## config.mk

```make
export PLATFORM = sky130hd
export DESIGN_NAME = signed_interval_counter
export DESIGN_NICKNAME = d
export VERILOG_FILES = /design/src/rtl/tic_pkg.sv /design/src/rtl/tic_ctrl.sv /design/src/rtl/tic_datapath.sv /design/src/rtl/signed_interval_counter.sv
export SDC_FILE = /design/constraint.sdc
export NUM_CORES = 1
export LEC_CHECK = 0
export BUFFER_PORTS_ARGS = -buffer_cell sky130_fd_sc_hd__buf_4
export CAP_MARGIN = 20
export CORE_ASPECT_RATIO = 1.5
export CORE_MARGIN = 2
export CORE_UTILIZATION = 45
export CTS_CLUSTER_SIZE = 8
export DETAILED_ROUTE_END_ITERATION = 12
export REMOVE_ABC_BUFFERS = 1
export SKIP_LAST_GASP = 1
export SYNTH_ARGS = -nofsm -noshare
export SYNTH_HDL_FRONTEND = slang
export SYNTH_HIERARCHICAL = 1
export SYNTH_SLANG_ARGS = --single-unit
export TNS_END_PERCENT = 50
```

## constraint.sdc

```tcl
create_clock -name clk -period 6.4 [get_ports clk]
set_input_delay 0.32 -clock clk [delete_from_list [all_inputs] [get_ports clk]]
set_output_delay 0.32 -clock clk [all_outputs]
set_load 0.1 [all_outputs]
```

## src/rtl/tic_pkg.sv

```systemverilog
package tic_pkg;
  // strobes passed from control to datapath
  typedef struct packed {
    logic clearAll;
    logic refTake;
  } ctrlStrobe_t;
endpackage

```

## src/rtl/tic_ctrl.sv

```systemverilog
module tic_ctrl
  import tic_pkg::*;
#(
  parameter int NUM_CH = 8,
  parameter int TS_W   = 25
) (
  input  logic              clk,
  input  logic              rstN,
  input  logic [NUM_CH-1:0] hitIn,
  input  logic              refIn,
  input  logic              hitVeto,
  input  logic              refVeto,
  input  logic              windowEnd,
  input  logic              clearIn,
  output ctrlStrobe_t       strobe,
  output logic [NUM_CH-1:0] hitTake,
  output logic [TS_W-1:0]   stamp,
  output logic              busy
);
  localparam logic [TS_W-1:0] TS_MAX = {TS_W{1'b1}};

  logic [NUM_CH-1:0] hitPrev, hitDone;
  logic              refPrev, refDone, winClosed, running;
  logic [TS_W-1:0]   tbCnt;
  logic              windowOpen, refTake, anyTake;

  always_comb begin
    windowOpen = !clearIn && !windowEnd && !winClosed;
    hitTake    = hitIn & ~hitPrev & ~hitDone & {NUM_CH{windowOpen && !hitVeto}};
    refTake    = refIn && !refPrev && !refDone && windowOpen && !refVeto;
    anyTake    = (|hitTake) || refTake;
    stamp      = running ? tbCnt : '0;
    strobe.clearAll = clearIn;
    strobe.refTake  = refTake;
  end

  always_ff @(posedge clk or negedge rstN) begin
    if (!rstN) begin
      hitPrev   <= '0;
      refPrev   <= 1'b0;
      hitDone   <= '0;
      refDone   <= 1'b0;
      winClosed <= 1'b0;
      running   <= 1'b0;
      tbCnt     <= '0;
      busy      <= 1'b0;
    end else begin
      hitPrev <= hitIn;
      refPrev <= refIn;
      if (clearIn) begin
        hitDone   <= '0;
        refDone   <= 1'b0;
        winClosed <= 1'b0;
        running   <= 1'b0;
        tbCnt     <= '0;
        busy      <= 1'b0;
      end else begin
        hitDone <= hitDone | hitTake;
        if (refTake)   refDone   <= 1'b1;
        if (windowEnd) winClosed <= 1'b1;
        if (anyTake) begin
          running <= 1'b1;
          busy    <= 1'b1;
        end
        if ((running || anyTake) && stamp != TS_MAX) tbCnt <= stamp + 1'b1;
      end
    end
  end
endmodule

```

## src/rtl/tic_datapath.sv

```systemverilog
module tic_datapath
  import tic_pkg::*;
#(
  parameter int NUM_CH = 8,
  parameter int MAG_W  = 23,
  parameter int TS_W   = 25
) (
  input  logic                         clk,
  input  logic                         rstN,
  input  ctrlStrobe_t                  strobe,
  input  logic [NUM_CH-1:0]            hitTake,
  input  logic [TS_W-1:0]              stamp,
  output logic [NUM_CH*(MAG_W+1)-1:0]  dataOut,
  output logic [NUM_CH-1:0]            validOut
);
  localparam int RES_W  = MAG_W + 1;
  localparam int DIFF_W = TS_W + 1;
  localparam logic [TS_W-1:0]          TS_MAX  = {TS_W{1'b1}};
  localparam logic signed [DIFF_W-1:0] LIM     = DIFF_W'((2 ** MAG_W) - 1);
  localparam logic [RES_W-1:0]         POS_SAT = {1'b0, {MAG_W{1'b1}}};
  localparam logic [RES_W-1:0]         NEG_SAT = {1'b1, {(MAG_W-1){1'b0}}, 1'b1};

  logic [TS_W-1:0] refTs;
  logic            refSeen;

  always_ff @(posedge clk or negedge rstN) begin
    if (!rstN) begin
      refTs   <= '0;
      refSeen <= 1'b0;
    end else if (strobe.clearAll) begin
      refTs   <= '0;
      refSeen <= 1'b0;
    end else if (strobe.refTake) begin
      refTs   <= stamp;
      refSeen <= 1'b1;
    end
  end

  for (genvar ch = 0; ch < NUM_CH; ch++) begin : g_chan
    logic [TS_W-1:0]          hitTs;
    logic                     hitSeen;
    logic signed [DIFF_W-1:0] diff;
    logic                     outOfRange;

    always_comb begin
      diff       = $signed({1'b0, hitTs}) - $signed({1'b0, refTs});
      outOfRange = (diff > LIM) || (diff < -LIM) || (hitTs == TS_MAX) || (refTs == TS_MAX);
    end

    always_ff @(posedge clk or negedge rstN) begin
      if (!rstN) begin
        hitTs                     <= '0;
        hitSeen                   <= 1'b0;
        dataOut[ch*RES_W +: RES_W] <= '0;
        validOut[ch]              <= 1'b0;
      end else if (strobe.clearAll) begin
        hitTs                     <= '0;
        hitSeen                   <= 1'b0;
        dataOut[ch*RES_W +: RES_W] <= '0;
        validOut[ch]              <= 1'b0;
      end else begin
        if (hitTake[ch]) begin
          hitTs   <= stamp;
          hitSeen <= 1'b1;
        end
        if (hitSeen && refSeen) begin
          if (outOfRange) begin
            dataOut[ch*RES_W +: RES_W] <= diff[DIFF_W-1] ? NEG_SAT : POS_SAT;
            validOut[ch]              <= 1'b0;
          end else begin
            dataOut[ch*RES_W +: RES_W] <= diff[RES_W-1:0];
            validOut[ch]              <= 1'b1;
          end
        end else begin
          dataOut[ch*RES_W +: RES_W] <= '0;
          validOut[ch]              <= 1'b0;
        end
      end
    end
  end
endmodule

```

## src/rtl/signed_interval_counter.sv

```systemverilog
module signed_interval_counter
  import tic_pkg::*;
#(
  parameter int NUM_CH = 8,
  parameter int MAG_W  = 23
) (
  input  logic                        clk,
  input  logic                        rstN,
  input  logic [NUM_CH-1:0]           hitIn,
  input  logic                        refIn,
  input  logic                        hitVeto,
  input  logic                        refVeto,
  input  logic                        windowEnd,
  input  logic                        clearIn,
  output logic [NUM_CH*(MAG_W+1)-1:0] dataOut,
  output logic [NUM_CH-1:0]           validOut,
  output logic                        busy
);
  localparam int TS_W = MAG_W + 2;

  ctrlStrobe_t       strobe;
  logic [NUM_CH-1:0] hitTake;
  logic [TS_W-1:0]   stamp;

  tic_ctrl #(.NUM_CH(NUM_CH), .TS_W(TS_W)) u_ctrl (
    .clk(clk), .rstN(rstN), .hitIn(hitIn), .refIn(refIn),
    .hitVeto(hitVeto), .refVeto(refVeto), .windowEnd(windowEnd), .clearIn(clearIn),
    .strobe(strobe), .hitTake(hitTake), .stamp(stamp), .busy(busy)
  );

  tic_datapath #(.NUM_CH(NUM_CH), .MAG_W(MAG_W), .TS_W(TS_W)) u_datapath (
    .clk(clk), .rstN(rstN), .strobe(strobe), .hitTake(hitTake), .stamp(stamp),
    .dataOut(dataOut), .validOut(validOut)
  );
endmodule

```

==> flow_summary.ini, run 1 <==
[synth]
syn_area_per_cell_um2 = 9.10
syn_area_um2 = 31500
synthCells = 3456
synth_cell_types = 105
async_flop_share = 1.00
synth_ff_type = dfrtp_1
synth_top_area_frac = 0.381
synth_top_area_cell = dfrtp_1
yosys-top-cells-count = dfrtp_1 (479), nor2_1 (394), mux2i_1 (243), o21ai_0 (228)
yosysWarningCount = 6
synth_edf_count = 0
ys_seq_area_frac = 0.381
ys_ff_latch = 479
yosysMostFrequentCell = dfrtp_1
synth.top_cells.by_area = dfrtp_1 (38%), ha_1 (8.0%), mux2i_1 (7.7%), nor2_1 (4.7%), o21ai_0 (3.6%)

[routing]
antenna_left = 0
viasPerCell = 6.20
wl_mm = 109
vias = 27947
drcViolationCount = 0
drt_pass1_iterations = 6
wl_per_cell_um = 24.2
drtIter0Drc = 2457

[pwr]
power.leakage_nw = 16.6
pwr-share-seq = 0.465
pwr-share-comb = 0.028
clockPowerShare = 0.507
ir_drop_v = 0.000209
power.internal_mw = 5.07
total_power_mw = 6.55
netSwitchingFraction = 0.226
p_per_area_nw_per_um2 = 183
switchingPower_mw = 1.48

[die]
die_area_um2 = 72100
design.portCount = 216
rows = 118
dieWidth_um = 220
fp.coreArea_um2 = 69100
die-height_um = 328
start_util = 0.455

[placement]
place_inst = 4418
hpwl_mm = 77.7
place_congestion = 0.965
port_buffers = 215

[clock_network]
clkTransAtPathRegs_ns = 0.05
cts_tree = built
holdBufCountCts = 11
cts_resized = 0
clockRootBuffer = clkbuf_16
post_cts_buffers = 0
h-tree-depth = 3
tritoncts.num_buffers = 70
clock_path_buffers = 3
clock_latency_ns = 0.63
cts_sinks = 479

[timing]
max_freq_ghz = 0.197
hold_viol = 0
holdWs_ns = 0.0726
rsz0062_at_grt = false
worstMarginPinSlew_ns = 1.22
post-route-period-util = 0.792
slew_violations = 0
slew-limit-headroom = 0.189
skew_ns = 0.0392
setup_viol = 0
finalSetupTns_ns = 0
period_needed_ns = 5.07

[global_route]
gr-total-overflow = 0
grt_pass1_vias = 27337
grt_usage = 0.300
grt_pass1_wl_mm = 165
antenna_found_initial = 1
grt_start_max_net_pins = 143

[finish]
areaGrowthSynthToFinish_pct = 13.7
layout.nets = 3826
final_util = 0.518
drive_above_1_share = 0.117
layout.cells.non_filler = 4511

[critical_path]
crit_path_start_kind = register
endpoint_kind = register
required_ns = 6.89
worst-path-max-fanout = 23
worstSetupPathType = register to register
arrival_ns = 5.56

[run]
cap_violations = 0

[status]
status = finished clean

[hold_path]
hold_class = input pin to register
==> layout make-up <==
type                            count  area (µm²)
Fill cell                        6449       33300
Multi-Input combinational cell   2667       18300
Sequential cell                   479       12000
Timing Repair Buffer              265        2060
Clock buffer                       75        1820
Tap cell                          900        1130
Inverter                          119         447
Clock inverter                      5        50.0
Antenna cell                        1        2.50
==> worst paths after layout <==
kind                                           end                 start  slack, ns  cells after the start
max                        u_datapath/dataOut[130]  u_datapath/refTs[16]       1.33                     11
min                                 u_ctrl/refDone               refVeto       0.07                      3
max reg2reg                u_datapath/dataOut[130]  u_datapath/refTs[16]       1.33                     11
min reg2reg                     u_datapath/refSeen    u_datapath/refSeen       0.48                      2
max in group asynchronous  u_datapath/dataOut[119]                  rstN       4.60                      3
min in group asynchronous   u_datapath/validOut[3]                  rstN       0.31                      2
==> state kept, by name, indices dropped and copies added, names as in the netlist, 8 cells and up <==
name                       cells
u_datapath/validOut            8
u_datapath/g_chan.hitSeen      8
u_ctrl/tbCnt                  25
u_ctrl/hitPrev                 8
u_datapath/refTs              25
u_datapath/dataOut           192
u_ctrl/hitDone                 8
u_datapath/g_chan.hitTs      200
==> power by group through the flow <==
stage	sequential (mW)	combinational [mW]	clock, mW
floorplan	3.10	0.0535	0
global placement	3.10	0.181	0
detailed placement	3.10	0.184	0
CTS	3.05	0.190	3.41
global route	3.04	0.207	3.51
finish	3.05	0.187	3.32
==> kinds of logic (layout without fill, tap and decap cells) <==
logic type	count (synthesis)	after routing	synth area share
AOI/OAI and AO/OA	945	945	0.201
xor gates and xnor gates	147	147	0.0409
adders and majority gates	209	209	0.0850
buffers and inverters	310	464	0.0389
DFF	479	479	0.381
muxes	246	246	0.0784
other	0	1	0
and+or+nand+nor	1120	1120	0.175
==> stage by stage <==
stage	worst slack, ns	instance area (µm²)
after detailed placement	1.49	33800
after global placement	1.65	33800
final	1.33	35800
after floorplan	0.898	30700
after global routing	1.02	35800
after CTS	1.49	35800
==> layer usage <==
layer	track usage	part of all wire	routed length [µm]	vias up
met3	0.0381	0.057	6170	237
met5	0	0	0	-
met1	0.379	0.41	44500	13791
met4	0.153	0.051	5600	0
li1	-	-	-	12938
met2	0.502	0.48	52900	981
==> cell usage in the layout, fill, tap and decap left out, types with 14 or more instances in the layout <==
| cell type | count |
|---|---|
| dfrtp_1 | 479 |
| nor2_1 | 389 |
| buf_4 | 250 |
| mux2i_1 | 243 |
| o21ai_0 | 227 |
| nand2_1 | 210 |
| a21oi_1 | 210 |
| ha_1 | 201 |
| inv_1 | 118 |
| nand4_1 | 96 |
| xnor2_1 | 89 |
| a21o_1 | 88 |
| nand3_1 | 85 |
| clkbuf_16 | 72 |
| nor3_1 | 66 |
| xor2_1 | 58 |
| a211oi_1 | 55 |
| and2_1 | 43 |
| a31oi_1 | 42 |
| o21a_1 | 35 |
| o211ai_1 | 34 |
| and3_1 | 33 |
| nor4_1 | 28 |
| nor2b_1 | 24 |
| o21bai_1 | 21 |
| or3_1 | 20 |
| or2_2 | 20 |
| and4_1 | 17 |
| o2111ai_1 | 15 |
| nand2b_1 | 14 |
| a31o_2 | 14 |
==> worst max-delay path, cell delays in order (launching register included) <==
cell and delay (ns):
dfrtp_1 0.38, inv_1 0.79, ha_1 0.47, and4_1 0.34, o2111ai_1 0.15, a211oi_1 0.58
nor3_1 0.12, o21ai_0 0.34, xnor2_1 0.16, o41ai_1 0.49, nand4_1 0.65, o31ai_1 0.46
No activity file was read; power rests on OpenSTA's default activity.
==> inputs of run 2 (changes only) <==
==> constraint.sdc (replaced) <==
create_clock -name clk -period 4.45 [get_ports clk]
set_input_delay 0.2225 -clock clk [delete_from_list [all_inputs] [get_ports clk]]
set_output_delay 0.2225 -clock clk [all_outputs]
set_load 0.1 [all_outputs]
==> flow_summary.ini, run 2 (synthesis gave the netlist of run 1 again) <==
[status]
status = finished clean

[timing]
slew-limit-headroom = 0.221
worstMarginPinSlew_ns = 1.17
postLayoutSetupSlackWorst_ns = 0.237
skew_ns = 0.0265
hold_viol = 0
holdWs_ns = 0.0726
rsz0062_at_grt = true
setup_viol = 0
finalSetupTns_ns = 0
slew_violations = 0
max_freq_ghz = 0.237
period_needed_ns = 4.21
post-route-period-util = 0.947

[critical_path]
arrival_ns = 4.67
endpoint_kind = register
critPathSlowestCell = o31ai_1
required_ns = 4.91
rrSetupSlack_ns = 0.24
crit_path_start_kind = register
path_cells = inv_1 -> buf_4 -> ha_1 -> nand4_1 -> nor3_1 -> o31ai_4 -> a21o_1 -> o41ai_1 -> a21oi_1 -> xnor2_1 -> o41ai_1 -> o31ai_1 -> a21oi_1
worst-path-max-fanout = 8
worstSetupPathType = register to register
slowest_delay_ns = 0.48

[clock_network]
clkTransAtPathRegs_ns = 0.05
cts_tree = built
clock_latency_ns = 0.62
h-tree-depth = 3
cts_sinks = 479
clockRootBuffer = clkbuf_16
clock_path_buffers = 3
tritoncts.num_buffers = 70

[routing]
met3_length_mm = 6.22
met1_length_mm = 45.9
antenna_left = 0
vias = 28416
maxUsedRoutingLayer = met5
viasPerCell = 6.20
drtIter0Drc = 2106
wl_mm = 113
wl_per_cell_um = 24.6
drcViolationCount = 0
drt_pass1_iterations = 6
wl_met2_mm = 55.2

[pwr]
power.leakage_nw = 17.0
total_power_mw = 9.52
pwr-share-seq = 0.461
power.internal_mw = 7.36
clockPowerShare = 0.511
netSwitchingFraction = 0.227
pwr-share-comb = 0.029
ir_drop_v = 0.000251
switchingPower_mw = 2.16
p_per_area_nw_per_um2 = 262

[placement]
place_congestion = 0.944
dpl_cell_area_um2 = 34300
pre_cts_slack_ns = 0.213
port_buffers = 215
place_inst = 4487
hpwl_mm = 82.6

[die]
fp.coreArea_um2 = 69100
die-height_um = 328
die_area_um2 = 72100
start_util = 0.455
design.portCount = 216
dieWidth_um = 220
rows = 118

[hold_path]
hold_class = input pin to register

[finish]
layout.nets = 3898
layout.cells.non_filler = 4584
diodes = 0
drive_above_1_share = 0.134
areaGrowthSynthToFinish_pct = 15.7
top_regs = u_datapath/g_chan.hitTs (200), u_datapath/dataOut (192)
fin_area_um2 = 36400
regMostFlops = u_datapath/g_chan.hitTs
final_util = 0.527
final_common_cell = dfrtp_1
mostFrequentLayoutCells = dfrtp_1 (479), nor2_1 (393), buf_4 (317), mux2i_1 (243), o21ai_0 (226)
largest_reg_flops = 200

[global_route]
gr-total-overflow = 0
grt_usage = 0.312
grt_pass1_vias = 28384
grt_pass1_wl_mm = 171
antenna_found_initial = 1
grt_start_max_net_pins = 108

[run]
cap_violations = 0
==> run 2: repair_timing <==
item | CTS | global route
setup buffers | 0 | 3
hold buffers | 12 | 0
endpoints found under the hold margin | 106 | 0
endpoints found under the setup margin | 0 | 67
gates resized for setup | 0 | 4
==> run 2: power groups by stage <==
stage / Combinational [mW] / Sequential (mW) / Clock (mW)
finish: 0.273 / 4.38 / 4.86
global route: 0.303 / 4.38 / 5.13
CTS: 0.278 / 4.38 / 4.97
detailed placement: 0.269 / 4.45 / 0
global placement: 0.265 / 4.45 / 0
floorplan: 0.0769 / 4.46 / 0
==> run 2: routing by layer <==
metal / up-vias / GRT usage
met3: 272 / 0.0358
li1: 13073 / -
met2: 989 / 0.533
met4: 2 / 0.152
met5: - / 0
met1: 14080 / 0.391
==> run 2: path summary, 6_finish.rpt <==
kind / startpoint / to / cells past startpoint
setup / recovery: u_datapath/refTs[9] / u_datapath/dataOut[96] / 13
hold / removal: hitVeto / u_ctrl/tbCnt[2] / 4
setup reg to reg: u_datapath/refTs[9] / u_datapath/dataOut[96] / 13
hold reg to reg: u_ctrl/winClosed / u_ctrl/winClosed / 2
max in group asynchronous: rstN / u_datapath/dataOut[118] / 3
min in group asynchronous: rstN / u_datapath/dataOut[94] / 2
==> run 2: final cells by class <==
class,instances,area (µm²)
clock buffer,77,1860
inverter,119,450
tap,900,1130
timing repair buffer,337,2650
sequential,479,12000
clock inverter,5,40.0
fill,6400,32700
multi-input combinational,2667,18300
==> run 2: critical path, delay by kind of cell, from the launching register on <==
family                   cells  cell delay (ns)
buffers and inverters        2             0.65
AND/OR/NAND/NOR              2             0.57
AO/OA/AOI/OAI                7             1.72
flip-flops                   1             0.41
XOR/XNOR                     1             0.36
adder cells (fa/ha/maj)      1             0.33
